**src/rtl/rxos_pkg.sv**
```systemverilog
package rxos_pkg;
    parameter int unsigned RXOS_LANES  = 2;
    parameter int unsigned RXOS_BYTE_W = 8;
    localparam int unsigned RXOS_DATA_W = RXOS_LANES * RXOS_BYTE_W;

    typedef enum logic [2:0] {
        RXOS_RESET,
        RXOS_PWRDN,
        RXOS_REFLOCK,
        RXOS_LOSFORCE,
        RXOS_PRBS,
        RXOS_DATA
    } rxos_mode_e;

    typedef struct packed {
        logic [RXOS_DATA_W-1:0] data;
        logic [RXOS_LANES-1:0]  kflag;
    } rxos_out_s;

    typedef struct packed {
        logic                  data;
        logic [RXOS_LANES-1:0] kflag;
        logic                  clk;
    } rxos_oe_s;
endpackage

```
**src/rtl/rxos_mode_dec.sv**
```systemverilog
module rxos_mode_dec
    import rxos_pkg::*;
(
    input  logic       por,
    input  logic       enable,
    input  logic       lock_ref_n,
    input  logic       los,
    input  logic       prbs_en,
    output rxos_mode_e mode,
    output rxos_oe_s   oe
);
    // Priority resolution, highest first
    always_comb begin
        if (por)              mode = RXOS_RESET;
        else if (!enable)     mode = RXOS_PWRDN;
        else if (!lock_ref_n) mode = RXOS_REFLOCK;
        else if (los)         mode = RXOS_LOSFORCE;
        else if (prbs_en)     mode = RXOS_PRBS;
        else                  mode = RXOS_DATA;
    end

    // Pad enables follow the mode without a register
    always_comb begin
        oe = '0;
        case (mode)
            RXOS_RESET:   oe.clk = 1'b1;
            RXOS_PWRDN:   oe.kflag[RXOS_LANES-1] = 1'b1;
            RXOS_REFLOCK: oe = '0;
            default: begin
                oe.data  = 1'b1;
                oe.kflag = '1;
                oe.clk   = 1'b1;
            end
        endcase
    end
endmodule

```
**src/rtl/rxos_out_stage.sv**
```systemverilog
module rxos_out_stage
    import rxos_pkg::*;
(
    input  logic                   clk,
    input  logic                   por,
    input  rxos_mode_e             mode,
    input  logic [RXOS_DATA_W-1:0] dec_data,
    input  logic [RXOS_LANES-1:0]  dec_k,
    input  logic                   los,
    input  logic                   prbs_pass,
    output rxos_out_s              out_q
);
    rxos_out_s             out_d;
    logic [RXOS_LANES-1:0] lane_k;
    logic                  prbs_sel;

    assign prbs_sel = (mode == RXOS_PRBS);

    // Lane 0 flag may carry the PRBS result; upper lanes carry decoder flags
    for (genvar g = 0; g < RXOS_LANES; g++) begin : g_lane
        if (g == 0) begin : g_prbs
            assign lane_k[g] = prbs_sel ? prbs_pass : dec_k[g];
        end else begin : g_plain
            assign lane_k[g] = dec_k[g];
        end
    end

    always_comb begin
        out_d = out_q;
        case (mode)
            RXOS_RESET:    out_d = '0;
            RXOS_PWRDN:    out_d.kflag[RXOS_LANES-1] = ~los;
            RXOS_REFLOCK:  out_d = out_q;
            RXOS_LOSFORCE: out_d = '1;
            default: begin
                out_d.data  = dec_data;
                out_d.kflag = lane_k;
            end
        endcase
    end

    always_ff @(posedge clk or posedge por) begin
        if (por) out_q <= '0;
        else     out_q <= out_d;
    end
endmodule

```
**src/rtl/rxos_ctrl.sv**
```systemverilog
module rxos_ctrl
    import rxos_pkg::*;
(
    input  logic                   clk,
    input  logic                   por,
    input  logic                   enable,
    input  logic                   lock_ref_n,
    input  logic                   prbs_en,
    input  logic                   los,
    input  logic                   prbs_pass,
    input  logic [RXOS_DATA_W-1:0] dec_data,
    input  logic [RXOS_LANES-1:0]  dec_k,
    output logic [RXOS_DATA_W-1:0] rx_data,
    output logic [RXOS_LANES-1:0]  rx_k,
    output logic                   rx_clk_out,
    output logic                   oe_data,
    output logic [RXOS_LANES-1:0]  oe_k,
    output logic                   oe_clk
);
    rxos_mode_e mode;
    rxos_oe_s   oe;
    rxos_out_s  out_q;

    rxos_mode_dec u_mode (
        .por        (por),
        .enable     (enable),
        .lock_ref_n (lock_ref_n),
        .los        (los),
        .prbs_en    (prbs_en),
        .mode       (mode),
        .oe         (oe)
    );

    rxos_out_stage u_out (
        .clk       (clk),
        .por       (por),
        .mode      (mode),
        .dec_data  (dec_data),
        .dec_k     (dec_k),
        .los       (los),
        .prbs_pass (prbs_pass),
        .out_q     (out_q)
    );

    assign rx_data    = out_q.data;
    assign rx_k       = out_q.kflag;
    assign oe_data    = oe.data;
    assign oe_k       = oe.kflag;
    assign oe_clk     = oe.clk;
    assign rx_clk_out = clk & ~por;

    logic operating;
    assign operating = enable && lock_ref_n;

    p_pwrdn_oe_r2: assert property (@(posedge clk) disable iff (por)
        !enable |-> (oe_k[RXOS_LANES-1] && !oe_data && !oe_k[0] && !oe_clk));

    p_pwrdn_los_r2: assert property (@(posedge clk) disable iff (por)
        !enable |=> (rx_k[RXOS_LANES-1] == !$past(los)));

    p_reflock_tri_r3: assert property (@(posedge clk) disable iff (por)
        (enable && !lock_ref_n) |-> (!oe_data && oe_k == '0 && !oe_clk));

    p_normal_data_r4: assert property (@(posedge clk) disable iff (por)
        (operating && !los) |=> (rx_data == $past(dec_data)));

    p_los_force_r5: assert property (@(posedge clk) disable iff (por)
        (operating && los) |=> (rx_data == '1 && rx_k == '1));

    p_prbs_flag_r6: assert property (@(posedge clk) disable iff (por)
        (operating && !los && prbs_en) |=> (rx_k[0] == $past(prbs_pass)));
endmodule

```
**config.mk**
```make
export PLATFORM = sky130hd
export DESIGN_NAME = rxos_ctrl
export DESIGN_NICKNAME = d
export VERILOG_FILES = /design/src/rtl/rxos_pkg.sv /design/src/rtl/rxos_mode_dec.sv /design/src/rtl/rxos_out_stage.sv /design/src/rtl/rxos_ctrl.sv
export SDC_FILE = /design/constraint.sdc
export NUM_CORES = 1
export LEC_CHECK = 0
export ABC_AREA = 1
export BUFFER_PORTS_ARGS = -buffer_cell sky130_fd_sc_hd__buf_2
export CAP_MARGIN = 20
export CELL_PAD_IN_SITES_DETAIL_PLACEMENT = 1
export CELL_PAD_IN_SITES_GLOBAL_PLACEMENT = 2
export CORE_MARGIN = 8
export CORE_UTILIZATION = 22
export DETAILED_ROUTE_END_ITERATION = 16
export GPL_ROUTABILITY_DRIVEN = 0
export PLACE_DENSITY_LB_ADDON = 0.15
export SKIP_CTS_REPAIR_TIMING = 1
export SLEW_MARGIN = 20
export SYNTH_ARGS = -nofsm -noshare
export SYNTH_HDL_FRONTEND = slang
export SYNTH_SLANG_ARGS = --single-unit
```
**constraint.sdc**
```tcl
create_clock -name clk -period 0.8 [get_ports clk]
set_input_delay 0.08 -clock clk [delete_from_list [all_inputs] [get_ports clk]]
set_output_delay 0.08 -clock clk [all_outputs]
set_load 0.01 [all_outputs]
```
# Yosys cells after proc, flatten, opt, wreduce, memory -nomap -nowiden
# Index checks and enable logic that the tools add are counted.
# totals
regBits	18
input_bits	25
output_inout_bits	23
wordCells	26
# op_classes
eq_ne	4
n_mux	12
n_bitwise	3
n_reduce_logical	4
# op_table
op	count
case mux 16 bit (3 select lines)	1
2-to-1 mux 3 bit	4
equality test 3 x 2 -> 1 bit (second input constant)	2
2-to-1 mux 1 bit	5
case mux 1 bit (4 select lines)	1
OR reduction 2 bit	2
equality test 3 x 1 -> 1 bit (second input constant)	1
equality test 3 bit (second input constant)	1
zero test 3 bit	1
case mux 1 bit (3 select lines)	1
OR reduction 3 bit	1
NOT 1 bit	2
AND 1 bit	1

# Longest topological paths before layout
# Gate-level depths: netlist (run 1).
# logic_depth
word_depth	8
depth_mapped	7
ltp_nobuf	6

# By module
# From an unflattened synthesis (run 1), not the netlist that was laid out.
# hier_totals
hier_cells	112
area_unflattened_um2	968.4
# by_module_without_submodules
module	n_inst	cells_per_inst	area_per_inst_um2	seq_area_each_um2
rxos_out_stage	1	94	878.3	450.4
rxos_mode_dec	1	16	80.1	0.0
rxos_ctrl	1	2	10.0	0.0

==> flow_metrics.tcl, run 1 <==
set metrics [dict create \
    ys_ff_latch 18 \
    worstSkewPairLatency_ps 240 \
    reg2reg_depth 3 \
    grt_pass1_wl_mm 5.04 \
    syn_area_um2 953 \
    synth_top_area_cell "dfrtp_1" \
    dr.pass1.iters 2 \
    ant_nets 0 \
    critical_path.cell_chain "buf_12 > buf_8 > inv_2 > nor2_2 > buf_2" \
    finalWirelength_mm 3.42 \
    grt_max_degree 24 \
    wl_met3_um 290 \
    ys_seq_area_frac 0.472 \
    r2r_start "u_out.out_q[0]" \
    slew_violations 0 \
    initialDrtViolationCount 30 \
    clk_pin_slew_worst_paths_ps 70 \
    largest_register_ffs 18 \
    wirelength_met1_mm 1.30 \
    vdd.ir_drop.worst_uv 1030 \
    synthTopCellsByArea "dfrtp_1, a22oi_2, inv_1" \
    diodes 0 \
    powerDensity_mw_per_mm2 1780 \
    cap_violations 0 \
    synth_edf_count 0 \
    initial_core_util 0.224 \
    cts_buffer_depth 2 \
    ys_types 20 \
    pin_count 48 \
    top_register "u_out.out_q" \
    holdCritPathClass "primary input to async pin" \
    cts_buffers 3 \
    hold_ws_ps -86.1 \
    setup_slack_ps -104 \
    fill_cells 506 \
    path_class "clock port to output pin" \
    grt_pass1_vias 1111 \
    cpPeakStageDelay_ps 130 \
    netlist_top_cells_count "inv_1, nand2_1, dfrtp_1" \
    hold_viol 12 \
    yosys_warnings 0 \
    violations "hold timing, setup timing" \
    die_w_um 81.8 \
    leakagePower_nw 0.936 \
    place_ws_ps -262 \
    skew_ps 0 \
    report.final.setup_viol 35 \
    critPathMaxFanout 5 \
    syn_area_per_cell_um2 9.35 \
    endpoint_kind "output pin" \
    crit_family "buffers and inverters" \
    antenna_found_initial 0 \
    cp.arrival_ps 820 \
    avgRoutedWirePerCell_um 14.6 \
    fp.dieH_um 81.8 \
    via_per_inst 4.29 \
    rr_endpoint "u_out.out_q[0]" \
    gr-total-overflow 0 \
    io_buffers 47 \
    core_mm2 0.00426 \
    htreeDepth 1 \
    async_flop_share 1.00 \
    vias 1008 \
    grt_util_all_layers 0.0958 \
    worst_pin_slew_ps 308 \
    rrSetupSlack_ps 30 \
    crit_buf_inv 4 \
    rsz0062_at_grt "true" \
    synthFlopType "dfrtp_1" \
    cp-start-kind "clock port" \
    netlist_instances 102 \
    synth_nets 127 \
    cts_root_buf "clkbuf_8" \
    dr.max_layer_used "met4" \
    wl_met2_mm 1.79 \
    synth_top_area_frac 0.472 \
    dp_hpwl_mm 2.37 \
    core.rowCount 24 \
    status "finished, violations left" \
    drc_errors 0 \
    synth_most_common_cell "inv_1" \
    worstPathRequired_ps 720 \
    dieArea_mm2 0.00670 \
    cp_slowest_cell "buf_2" \
    largestRegisters "u_out.out_q x18" \
    max_slew_margin 0.794 \
    drive_above_1_share 0.656 \
    nNetsFinal 209 \
    syn_to_final_growth_pct 90.0 \
    cts_tree "yes" \
]
==> routing by layer <==
| layer | GRT usage | vias up |
|---|---|---|
| met5 | 0 | - |
| met4 | 0.0368 | 0 |
| met3 | 0.0416 | 4 |
| met2 | 0.159 | 31 |
| met1 | 0.106 | 488 |
| li1 | - | 485 |
==> cell families after synthesis <==
family | synth area share
compound gates | 0.219
buf+inv | 0.142
flops | 0.472
simple gates | 0.167
==> tightest hold or removal path, stage by stage <==
cell      delay (ps)
buf_12           110
clkinv_8          40
buf_6            100
buf_12           160
==> layout make-up <==
class	count	area [um2]	share of cell area
inverter	25	114	0.0628
sequential	18	450	0.249
tap	52	65.1	0.0359
clock buffer	6	82.6	0.0456
multi-input combinational	54	449	0.248
timing repair buffer	79	647	0.357
clock inverter	1	3.75	0.00207
==> through the flow <==
step	cells	total power [mW]	util	TNS [ps]	instance area [um2]
after floorplan	102	1.49	-	-116	980
after global placement	214	1.85	0.329	-3870	1400
after detailed placement	214	1.86	0.329	-4580	1400
after CTS	218	2.57	0.340	-2090	1450
after global routing	235	3.42	0.425	-2310	1810
final	235	3.22	0.425	-937	1810
==> report_power, final <==
part           switching [mW]  internal, mW  total (mW)
clock network           0.460         0.713        1.17
logic                   0.432         0.531       0.964
registers              0.0655          1.02        1.08
total                   0.958          2.26        3.22
==> placed cells by master, fill, tap and decap left out, types with 2 or more instances in the layout <==
cell type / netlist / layout
buf_4: 1 / 24
a22oi_2: 9 / 16
nand2_1: 19 / 17
a21oi_2: 1 / 3
dfrtp_1: 18 / 18
buf_2: 1 / 35
buf_12: 0 / 4
buf_6: 2 / 13
nor2_4: 2 / 4
nand2_4: 3 / 3
nor2_1: 4 / 2
nand2_2: 0 / 2
inv_1: 24 / 20
inv_2: 1 / 4
clkbuf_16: 0 / 3
buf_8: 0 / 3
==> worst max path at each step <==
stage / startpoint / end / slack [ps] / depth (start not counted)
2_1_floorplan: lock_ref_n / u_out.out_q[10] / -20 / 6
3_3_place_gp: por / u_out.out_q[0] / -210 / 8
3_5_place_dp: por / u_out.out_q[1] / -260 / 8
4_1_cts: los / oe_k[1] / -180 / 7
5_1_grt: clk / rx_clk_out / -130 / 5
6_report: clk / rx_clk_out / -100 / 5
No activity file was read; power rests on OpenSTA's default activity.
==> run 2: changes to the inputs <==
--- a/config.mk
+++ b/config.mk
@@ -11,7 +11,7 @@
 export CELL_PAD_IN_SITES_DETAIL_PLACEMENT = 1
 export CELL_PAD_IN_SITES_GLOBAL_PLACEMENT = 2
 export CORE_MARGIN = 8
-export CORE_UTILIZATION = 22
+export CORE_UTILIZATION = 26
 export DETAILED_ROUTE_END_ITERATION = 16
 export GPL_ROUTABILITY_DRIVEN = 0
 export PLACE_DENSITY_LB_ADDON = 0.15
==> constraint.sdc (replaced) <==
create_clock -name clk -period 1.15 [get_ports clk]
set_input_delay 0.115 -clock clk [delete_from_list [all_inputs] [get_ports clk]]
set_output_delay 0.115 -clock clk [all_outputs]
set_load 0.01 [all_outputs]
==> flow_metrics.tcl, run 2 (synthesis gave the netlist of run 1 again) <==
set metrics [dict create \
    drc_errors 0 \
    fp.dieH_um 76.6 \
    path_class "clock port to output pin" \
    crit_buf_inv 3 \
    vias 885 \
    leakagePower_nw 0.750 \
    worst_pin_slew_ps 439 \
    slew_violations 0 \
    largest_register_ffs 18 \
    skew_ps 0 \
    cp.arrival_ps 940 \
    die_w_um 76.6 \
    fmax_mhz 952 \
    cts_root_buf "clkbuf_8" \
    finalWirelength_mm 2.66 \
    ant_nets 0 \
    post-route-util 0.375 \
    cpPeakStageDelay_ps 140 \
    cap_violations 0 \
    cts_buffers 3 \
    syn_to_final_growth_pct 41.9 \
    hold_viol 0 \
    pin_count 48 \
    crit_family "buffers and inverters" \
    critPathMaxFanout 11 \
    report.final.setup_viol 0 \
    dr.pass1.iters 3 \
    initial_core_util 0.264 \
    top_register "u_out.out_q" \
    status "finished clean" \
    vdd.ir_drop.worst_uv 340 \
    avgRoutedWirePerCell_um 13.0 \
    p_total_mw 1.60 \
    grt_pass1_wl_mm 4.55 \
    rsz0062_at_grt "false" \
    cts_tree "yes" \
    initialDrtViolationCount 55 \
    endpoint_kind "output pin" \
    dp_hpwl_mm 2.18 \
    worstPathRequired_ps 1030 \
    powerDensity_mw_per_mm2 1190 \
    clk_pin_slew_worst_paths_ps 80 \
    worstSkewPairLatency_ps 300 \
    grt_max_degree 19 \
    finalCriticalPeriod_ps 1050 \
    cts_buffer_depth 2 \
    core_mm2 0.00361 \
    nNetsFinal 183 \
    critical_path.cell_chain "clkbuf_8 > inv_1 > nor2_1 > buf_2" \
    finalSetupTns_ps 0 \
    htreeDepth 1 \
    drive_above_1_share 0.478 \
    via_per_inst 4.32 \
    final_cell_mix "buf_2, inv_1, nand2_1" \
    cp_slowest_cell "clkbuf_8" \
    cp-start-kind "clock port" \
    gr-total-overflow 0 \
    max_slew_margin 0.706 \
    period_share 0.915 \
    antenna_found_initial 0 \
    dieArea_mm2 0.00586 \
    layout.cells.most_common "buf_2" \
    diodes 0 \
    holdCritPathClass "primary input to async pin" \
    io_buffers 47 \
    grt_util_all_layers 0.0929 \
    largestRegisters "u_out.out_q x18" \
    grt_pass1_vias 1040 \
    core.rowCount 22 \
]
-- run 2: cell types whose count changed in the layout (fill, tap and decap cells not counted), moves of 3 or more --
cell | previous run | this run
a22oi_1 | 0 | 7
a22oi_2 | 16 | 9
buf_2 | 35 | 47
buf_4 | 24 | 5
buf_6 | 13 | 0
buf_8 | 3 | 0
clkbuf_16 | 3 | 0
inv_1 | 20 | 25
inv_2 | 4 | 1
-- run 2: per-layer routing --
| metal | track usage | up-vias | wire length (um) |
|---|---|---|---|
| met5 | 0 | - | 0 |
| met4 | 0.0538 | 0 | 40 |
| met3 | 0.0224 | 2 | 145 |
| met2 | 0.158 | 27 | 1330 |
| met1 | 0.103 | 420 | 1150 |
| li1 | - | 436 | - |
-- run 2: path summary, 6_finish.rpt --
| kind | from | endpoint | slack (ps) | depth (start not counted) |
|---|---|---|---|---|
| min in group clk | dec_data[1] | u_out.out_q[3] | 80 | 3 |
| worst min-delay path | por | u_out.out_q[14] | 40 | 3 |
| worst max-delay path | clk | rx_clk_out | 100 | 4 |
| max in group asynchronous | por | u_out.out_q[3] | 260 | 4 |
| worst min register to register | u_out.out_q[7] | u_out.out_q[7] | 530 | 2 |
| worst max register to register | u_out.out_q[1] | u_out.out_q[1] | 430 | 2 |
-- run 2: report_power, final --
| group | switching (mW) | total, mW | internal, mW |
|---|---|---|---|
| Clock | 0.226 | 0.409 | 0.183 |
| Sequential | 0.0371 | 0.743 | 0.706 |
| Combinational | 0.240 | 0.453 | 0.213 |
| Total | 0.503 | 1.60 | 1.10 |
-- run 2: per-stage QoR --
stage	instances	hold slack (ps)	setup slack (ps)	instance area, um2
floorplan	102	161	203	953
global placement	201	200	92.1	1310
detailed placement	201	214	44.4	1310
CTS	205	-59.1	-35.8	1360
global route	205	61.6	14.9	1350
finish	205	44.2	98.2	1350
-- run 2: cell type report --
type | count | area, um2
inverter | 25 | 96.3
tap | 48 | 60.1
timing repair buffer | 55 | 338
clock buffer | 3 | 32.5
fill | 436 | 2250
clock inverter | 2 | 7.51
multi-input combinational | 54 | 368
sequential | 18 | 450
-- run 2: worst reg2reg max path, delay by kind of cell, from the launching register on --
kind / cells / cell delay, ps
AO/OA/AOI/OAI: 1 / 160
buffers and inverters: 1 / 50
flip-flops: 1 / 390
==> run 3: changes to the inputs <==
--- a/config.mk
+++ b/config.mk
@@ -11,7 +11,7 @@
 export CELL_PAD_IN_SITES_DETAIL_PLACEMENT = 1
 export CELL_PAD_IN_SITES_GLOBAL_PLACEMENT = 2
 export CORE_MARGIN = 8
-export CORE_UTILIZATION = 26
+export CORE_UTILIZATION = 22
 export DETAILED_ROUTE_END_ITERATION = 16
 export GPL_ROUTABILITY_DRIVEN = 0
 export PLACE_DENSITY_LB_ADDON = 0.15
==> constraint.sdc (replaced) <==
create_clock -name clk -period 0.9 [get_ports clk]
set_input_delay 0.09 -clock clk [delete_from_list [all_inputs] [get_ports clk]]
set_output_delay 0.09 -clock clk [all_outputs]
set_load 0.01 [all_outputs]
==> flow_metrics.tcl, run 3 (synthesis gave the netlist of run 1 again) <==
set metrics [dict create \
    final_cell_mix "buf_2, inv_1, buf_4" \
    fill_cells 522 \
    io_buffers 47 \
    path_class "clock port to output pin" \
    cts_root_buf "clkbuf_8" \
    clk_pin_slew_worst_paths_ps 50 \
    syn_to_final_growth_pct 61.8 \
    setup_slack_ps -55.5 \
    dp_hpwl_mm 2.34 \
    initial_core_util 0.224 \
    slew_violations 0 \
    grt_pass1_wl_mm 4.67 \
    htreeDepth 1 \
    antenna_found_initial 0 \
    ant_nets 0 \
    p_comb_frac 0.263 \
    drive_above_1_share 0.572 \
    via_per_inst 4.14 \
    seqPwrFrac 0.385 \
    initialDrtViolationCount 22 \
    avgRoutedWirePerCell_um 13.3 \
    worstSkewPairLatency_ps 180 \
    dieArea_mm2 0.00670 \
    drc_errors 0 \
    report.final.setup_viol 1 \
    post-route-util 0.362 \
    hold_ws_ps 19.1 \
    vdd.ir_drop.worst_uv 644 \
    endpoint_kind "output pin" \
    max_slew_margin 0.746 \
    rsz0062_at_grt "true" \
    p_int_mw 1.73 \
    cp.arrival_ps 870 \
    post_dp_cell_area_mm2 0.00139 \
    vias 931 \
    cts_tree "yes" \
    core.rowCount 24 \
    powerDensity_mw_per_mm2 1610 \
    nNetsFinal 199 \
    cts_buffers 3 \
    cap_violations 0 \
    leakagePower_nw 0.832 \
    largestRegisters "u_out.out_q x18" \
    dr.pass1.iters 3 \
    cp-start-kind "clock port" \
    p_clk_frac 0.352 \
    cts_buffer_depth 2 \
    violations "setup timing" \
    critPathMaxFanout 7 \
    diodes 0 \
    status "finished, violations left" \
    grt_util_all_layers 0.0871 \
    switchingPower_uw 753 \
    layout.cells.most_common "buf_2" \
    worstPathRequired_ps 810 \
    die_w_um 81.8 \
    worst_pin_slew_ps 380 \
    skew_ps 0 \
    power.share.switching 0.304 \
    p_total_mw 2.48 \
    finalInstanceArea_mm2 0.00154 \
    gr-total-overflow 0 \
    holdCritPathClass "primary input to async pin" \
    core_mm2 0.00426 \
    grt_max_degree 18 \
    grt_pass1_vias 981 \
    pin_count 48 \
    fp.dieH_um 81.8 \
    largest_register_ffs 18 \
    hold_viol 0 \
    top_register "u_out.out_q" \
    finalWirelength_mm 2.99 \
]
## run 3: cell type report
cell class                 count  area, um2  area share
clock buffer                   6       63.8      0.0414
clock inverter                 2       11.3     0.00730
inverter                      25       96.3      0.0624
multi-input combinational     54        393       0.255
sequential                    18        450       0.292
tap                           52       65.1      0.0422
timing repair buffer          68        463       0.300
## run 3: critical path, stage by stage
cell    delay [ps]
buf_8          100
buf_8          120
inv_2           40
nor2_2          30
buf_2          120
## run 3: per-stage QoR
| step | setup slack (ps) | instances | TNS [ps] |
|---|---|---|---|
| 2_1_floorplan | 28.8 | 102 | 0 |
| 3_3_place_gp | -154 | 215 | -2010 |
| 3_5_place_dp | -174 | 215 | -2500 |
| 4_1_cts | -128 | 219 | -279 |
| 5_1_grt | -83.5 | 225 | -816 |
| 6_report | -55.5 | 225 | -55.5 |
## run 3: worst paths after layout
check / to / startpoint / slack [ps] / depth (start not counted)
max in group asynchronous: u_out.out_q[3] / por / 10 / 5
min in group clk: u_out.out_q[7] / dec_data[5] / 90 / 3
worst max register to register: u_out.out_q[1] / u_out.out_q[1] / 190 / 2
worst max-delay path: rx_clk_out / clk / -60 / 5
worst min-delay path: u_out.out_q[0] / por / 20 / 4
worst min register to register: u_out.out_q[7] / u_out.out_q[7] / 520 / 2
## run 3: metal layers
layer / part of all wire / vias to the layer above / wire length, um / track usage
met1: 0.44 / 436 / 1330 / 0.117
li1: - / 466 / - / -
met3: 0.073 / 2 / 219 / 0.0230
met5: 0 / - / 0 / 0
met4: 0.0043 / 0 / 13 / 0.0228
met2: 0.48 / 27 / 1430 / 0.135
## run 3: power groups by stage
stage / Clock, mW / Combinational [mW] / Sequential [mW]
final: 0.874 / 0.652 / 0.954
after global routing: 0.984 / 0.717 / 0.973
after global placement: 0.0600 / 0.614 / 0.966
after floorplan: 0.0403 / 0.268 / 1.01
after detailed placement: 0.0600 / 0.625 / 0.969
after CTS: 0.703 / 0.627 / 0.955
